### config.mk
export PLATFORM = sky130hd
export DESIGN_NAME = wdt_split_load
export DESIGN_NICKNAME = d
export VERILOG_FILES = /design/src/rtl/wdt_split_pkg.sv /design/src/rtl/wdt_half_stage.sv /design/src/rtl/wdt_down_counter.sv /design/src/rtl/wdt_irq_latch.sv /design/src/rtl/wdt_split_load.sv
export SDC_FILE = /design/constraint.sdc
export NUM_CORES = 1
export LEC_CHECK = 0
export ABC_AREA = 1
export BUFFER_PORTS_ARGS = -buffer_cell sky130_fd_sc_hd__buf_4
export CAP_MARGIN = 20
export CORE_MARGIN = 10
export CORE_UTILIZATION = 60
export CTS_BUF_LIST = sky130_fd_sc_hd__clkbuf_2 sky130_fd_sc_hd__clkbuf_4 sky130_fd_sc_hd__clkbuf_8
export CTS_CLUSTER_DIAMETER = 80
export DETAILED_ROUTE_END_ITERATION = 16
export GPL_TIMING_DRIVEN = 0
export PLACE_DENSITY = 0.83
export SLEW_MARGIN = 20
export SYNTH_ARGS = -nofsm -noshare
export SYNTH_HDL_FRONTEND = slang
export SYNTH_SLANG_ARGS = --single-unit
### constraint.sdc
create_clock -name clk -period 4.64 [get_ports clk]
set_clock_uncertainty 0.2 [all_clocks]
set_input_delay 1.392 -clock clk [delete_from_list [all_inputs] [get_ports clk]]
set_output_delay 1.392 -clock clk [all_outputs]
set_load 0.01 [all_outputs]
### src/rtl/wdt_split_pkg.sv
package wdt_split_pkg;

    localparam int unsigned HALF_W_DEF = 16;

    typedef enum logic [1:0] {
        ACT_HOLD = 2'd0,
        ACT_LOAD = 2'd1,
        ACT_DEC  = 2'd2
    } cnt_act_e;

    // A reload outranks the decrement; a stopped or empty counter holds.
    function automatic cnt_act_e pick_action(input logic load,
                                             input logic en,
                                             input logic nonzero);
        if (load)
            return ACT_LOAD;
        if (en && nonzero)
            return ACT_DEC;
        return ACT_HOLD;
    endfunction

endpackage

### src/rtl/wdt_half_stage.sv
module wdt_half_stage #(
    parameter int unsigned HALF_W = 16,
    localparam int unsigned FULL_W = 2 * HALF_W
) (
    input  logic              clk,
    input  logic              rst,
    input  logic              wr_en,
    input  logic              wr_hi,
    input  logic [HALF_W-1:0] wr_data,
    output logic              load_o,
    output logic [FULL_W-1:0] load_val_o
);
    logic [HALF_W-1:0] lo_q;

    always_ff @(posedge clk) begin
        if (rst)
            lo_q <= '0;
        else if (wr_en && !wr_hi)
            lo_q <= wr_data;
    end

    assign load_o     = wr_en && wr_hi;
    assign load_val_o = {wr_data, lo_q};
endmodule

### src/rtl/wdt_down_counter.sv
module wdt_down_counter
    import wdt_split_pkg::*;
#(
    parameter int unsigned CNT_W = 32
) (
    input  logic             clk,
    input  logic             rst,
    input  logic             load_i,
    input  logic [CNT_W-1:0] load_val_i,
    input  logic             en_i,
    output logic [CNT_W-1:0] count_o,
    output logic             expire_o
);
    logic [CNT_W-1:0] cnt_q;
    cnt_act_e         act;

    always_comb begin
        act      = pick_action(load_i, en_i, cnt_q != '0);
        expire_o = (act == ACT_DEC) && (cnt_q == CNT_W'(1));
    end

    always_ff @(posedge clk) begin
        if (rst) begin
            cnt_q <= '0;
        end else begin
            case (act)
                ACT_LOAD: cnt_q <= load_val_i;
                ACT_DEC:  cnt_q <= cnt_q - CNT_W'(1);
                default:  cnt_q <= cnt_q;
            endcase
        end
    end

    assign count_o = cnt_q;
endmodule

### src/rtl/wdt_irq_latch.sv
module wdt_irq_latch (
    input  logic clk,
    input  logic rst,
    input  logic expire_i,
    input  logic clr_i,
    input  logic reload_i,
    output logic irq_o,
    output logic evt_o
);
    logic irq_q;
    logic evt_q;

    always_ff @(posedge clk) begin
        if (rst) begin
            irq_q <= 1'b0;
            evt_q <= 1'b0;
        end else begin
            evt_q <= expire_i;
            if (expire_i)
                irq_q <= 1'b1;
            else if (clr_i || reload_i)
                irq_q <= 1'b0;
        end
    end

    assign irq_o = irq_q;
    assign evt_o = evt_q;
endmodule

### src/rtl/wdt_split_load.sv
module wdt_split_load
    import wdt_split_pkg::*;
#(
    parameter int unsigned HALF_W = HALF_W_DEF,
    localparam int unsigned CNT_W = 2 * HALF_W
) (
    input  logic              clk,
    input  logic              rst,
    input  logic              wr_en,
    input  logic              wr_hi,
    input  logic [HALF_W-1:0] wr_data,
    input  logic              en_we,
    input  logic              en_data,
    input  logic              irq_clr,
    output logic [CNT_W-1:0]  count,
    output logic              running,
    output logic              irq,
    output logic              safe_evt
);
    logic             load;
    logic [CNT_W-1:0] load_val;
    logic             expire;
    logic             en_q;

    always_ff @(posedge clk) begin
        if (rst)
            en_q <= 1'b0;
        else if (en_we)
            en_q <= en_data;
    end

    wdt_half_stage #(.HALF_W(HALF_W)) u_stage (
        .clk        (clk),
        .rst        (rst),
        .wr_en      (wr_en),
        .wr_hi      (wr_hi),
        .wr_data    (wr_data),
        .load_o     (load),
        .load_val_o (load_val)
    );

    wdt_down_counter #(.CNT_W(CNT_W)) u_cnt (
        .clk        (clk),
        .rst        (rst),
        .load_i     (load),
        .load_val_i (load_val),
        .en_i       (en_q),
        .count_o    (count),
        .expire_o   (expire)
    );

    wdt_irq_latch u_irq (
        .clk      (clk),
        .rst      (rst),
        .expire_i (expire),
        .clr_i    (irq_clr),
        .reload_i (load),
        .irq_o    (irq),
        .evt_o    (safe_evt)
    );

    assign running = en_q;
endmodule

==> impl_metrics.yaml <==
synth:
  synth.distinct_cells: 33
  ys_ff_latch: 51
  syn_nets: 530
  synthesis.instances: 505
  syn_area_per_cell_sq_um: 6.16
  yosysTopAreaCell: "dfxtp_1"
  yosys.area.top_type_share_pct: 32.8
  synthesis.area_sq_um: 3110
  ys_warn_count: 0
  ys_top_cells_by_area: "dfxtp_1 33%, nand2_1 15%, nor2_1 13%"
  seq_area_frac_synth_pct: 32.8
clocking:
  cts_sinks: 51
  insertion_delay_ps: 310
  htreeDepth: 2
  holdBufCountCts: 0
  cts_setup_buffers: 0
  cts_tree: "yes"
  cts-buffers-inserted: 5
  cts_buffer_depth: 2
  path_clk_slew_ps: 90
  cts-root-buf: "clkbuf_8"
  post_cts_resized: 0
final_layout:
  area_growth_pct: 20.9
  finish.instance_area_sq_um: 3760
  antennaDiodeCount: 0
  fill_cells: 449
  layout.nets: 594
  multi_input_area_sq_um: 1780
  drive_gt1_share_pct: 17.7
  seqCellArea_sq_um: 1020
placement:
  gp_congestion: 1.00
  postPlaceCellArea_sq_um: 3630
  dp_hpwl_microns: 7830
  port_buffers: 57
grt:
  grt_pass1_vias: 3333
  grt_pass1_wl_microns: 16000
  grt_max_degree: 16
  antenna_found_initial: 0
  gr-total-overflow: 0
  grtUsageTotal_pct: 23.0
sta:
  final_hold_viol_count: 0
  setup_tns_ps: 0
  worst_slew_pin_slew_ps: 641
  slew_violations: 0
  min_period_ps: 2850
  grt_setup_unrepaired: "false"
  setup_violations: 0
  slew_headroom_pct: 57.3
  period_share_pct: 61.4
  whs_ps: 272
  fmax_ghz: 0.351
detailed_routing:
  drc: 0
  drt_iter0_markers: 382
  firstDrtPassIters: 5
  vias: 3523
  ant_nets: 0
  wire_per_inst_microns: 15.7
  drt-total-wl_microns: 10100
  vias_per_cell: 5.50
die:
  die_w_microns: 92.0
  die_h_microns: 92.0
  fp.dieArea_sq_um: 8470
  initial_core_util_pct: 61.3
  ioPinCount: 58
  core-area_sq_um: 5070
  num_rows: 26
pwr:
  power_density_nw_per_um2: 340
  peakVddDrop_mv: 0.215
  p_leak_nw: 1.88
setup_path:
  worstPathRequired_ps: 4670
  cp_max_fo: 10
  end_kind: "register"
  worstSetupStartpointType: "input port"
  critPathKind: "input port to register"
  cp.arrival_ps: 2880
outcome:
  status: "finished, final reports clean"
job:
  max_cap_violations: 0
worst_hold_path:
  min_path_type: "register to register"
## cell usage after synthesis (all sizes together)
| master | n |
|---|---|
| ha | 2 |
| clkinv | 1 |
| xor2 | 7 |
| and2 | 1 |
| a21oi | 32 |
| xnor2 | 1 |
| nor3b | 6 |
| buf | 5 |
| nor3 | 8 |
| o21bai | 3 |
| o41ai | 1 |
| nand2 | 131 |
| clkbuf | 11 |
| nand4 | 4 |
| nor2 | 112 |
| nand3 | 26 |
| dfxtp | 51 |
| o21ai | 43 |
| inv | 59 |
| nor4 | 1 |
## cells by family after synthesis
group	synth area share, %
XOR/XNOR	2.25
buffers and inverters	9.93
adder cells (fa/ha/maj)	0.804
AND/OR/NAND/NOR	40.8
AO/OA/AOI/OAI	13.4
flip-flops	32.8
## stage by stage
stage | instances | util (%) | setup WS, ps | power (mW)
after floorplan | 505 | - | 1990 | 0.774
after global placement | 632 | 71.5 | 1560 | 0.902
after detailed placement | 632 | 71.5 | 1520 | 0.910
after CTS | 640 | 74.2 | 1820 | 1.27
after global routing | 640 | 74.2 | 1730 | 1.35
final | 640 | 74.2 | 1790 | 1.28
## placed cells by master, fill, tap and decap left out, types with 4 or more instances in the layout
master and n:
clkbuf_1 11, buf_4 59, nand3_1 25, inv_1 51
nand4_1 4, clkbuf_8 5, nand2_1 121, xor2_1 7
a21oi_1 29, o21ai_0 42, nor2_2 4, dfxtp_1 51
nand2_2 7, inv_2 8, nor3b_1 4, nor3_1 8
nor2_1 105
## cell type report
class                   instances  share of cell area, %
plain buffers                  16                   2.23
clock buffers                   6                   2.03
clock inverters                 2                   1.60
inverters                      60                   5.98
multi-input cells             378                   47.4
flip-flops and latches         51                   27.1
well taps                      70                   2.33
repair buffers                 57                   11.4
## path summary, 6_finish.rpt
path / end / cells after the start / start / slack, ps
max: u_cnt.count_o[19]$_SDFFE_PP0P_ / 7 / wr_hi / 1790
min: u_irq.irq_o$_SDFFE_PP0P_ / 2 / u_irq.irq_o$_SDFFE_PP0P_ / 270
max reg2reg: u_cnt.count_o[6]$_SDFFE_PP0P_ / 14 / u_cnt.count_o[0]$_SDFFE_PP0P_ / 2250
min reg2reg: u_irq.irq_o$_SDFFE_PP0P_ / 2 / u_irq.irq_o$_SDFFE_PP0P_ / 270
## routing by layer
metal / wire length (microns) / track usage (%) / vias to the layer above
met2: 4740 / 39.0 / 194
met1: 4110 / 27.8 / 1582
met3: 924 / 4.65 / 32
met4: 294 / 9.13 / 0
li1: - / - / 1715
met5: 0 / 0 / -
## sequential cells by signal (all words and copies together) (netlist names)
signal         cells
u_irq.irq_o        1
running            1
u_irq.evt_o        1
u_cnt.count_o     32
u_stage.lo_q      16
## worst max-delay path, stage by stage
cell      delay (ps)
buf_4            110
nand2_1          180
clkinv_1         340
clkbuf_1         350
a21oi_1          240
o21ai_0          110
a21oi_1          150
## where the power goes
part,total (mW),internal (mW),switching (mW)
clock network,0.370,0.221,0.149
registers,0.515,0.471,0.0432
logic,0.397,0.143,0.254
total,1.28,0.836,0.446
Power figures use the tool's default switching activity.
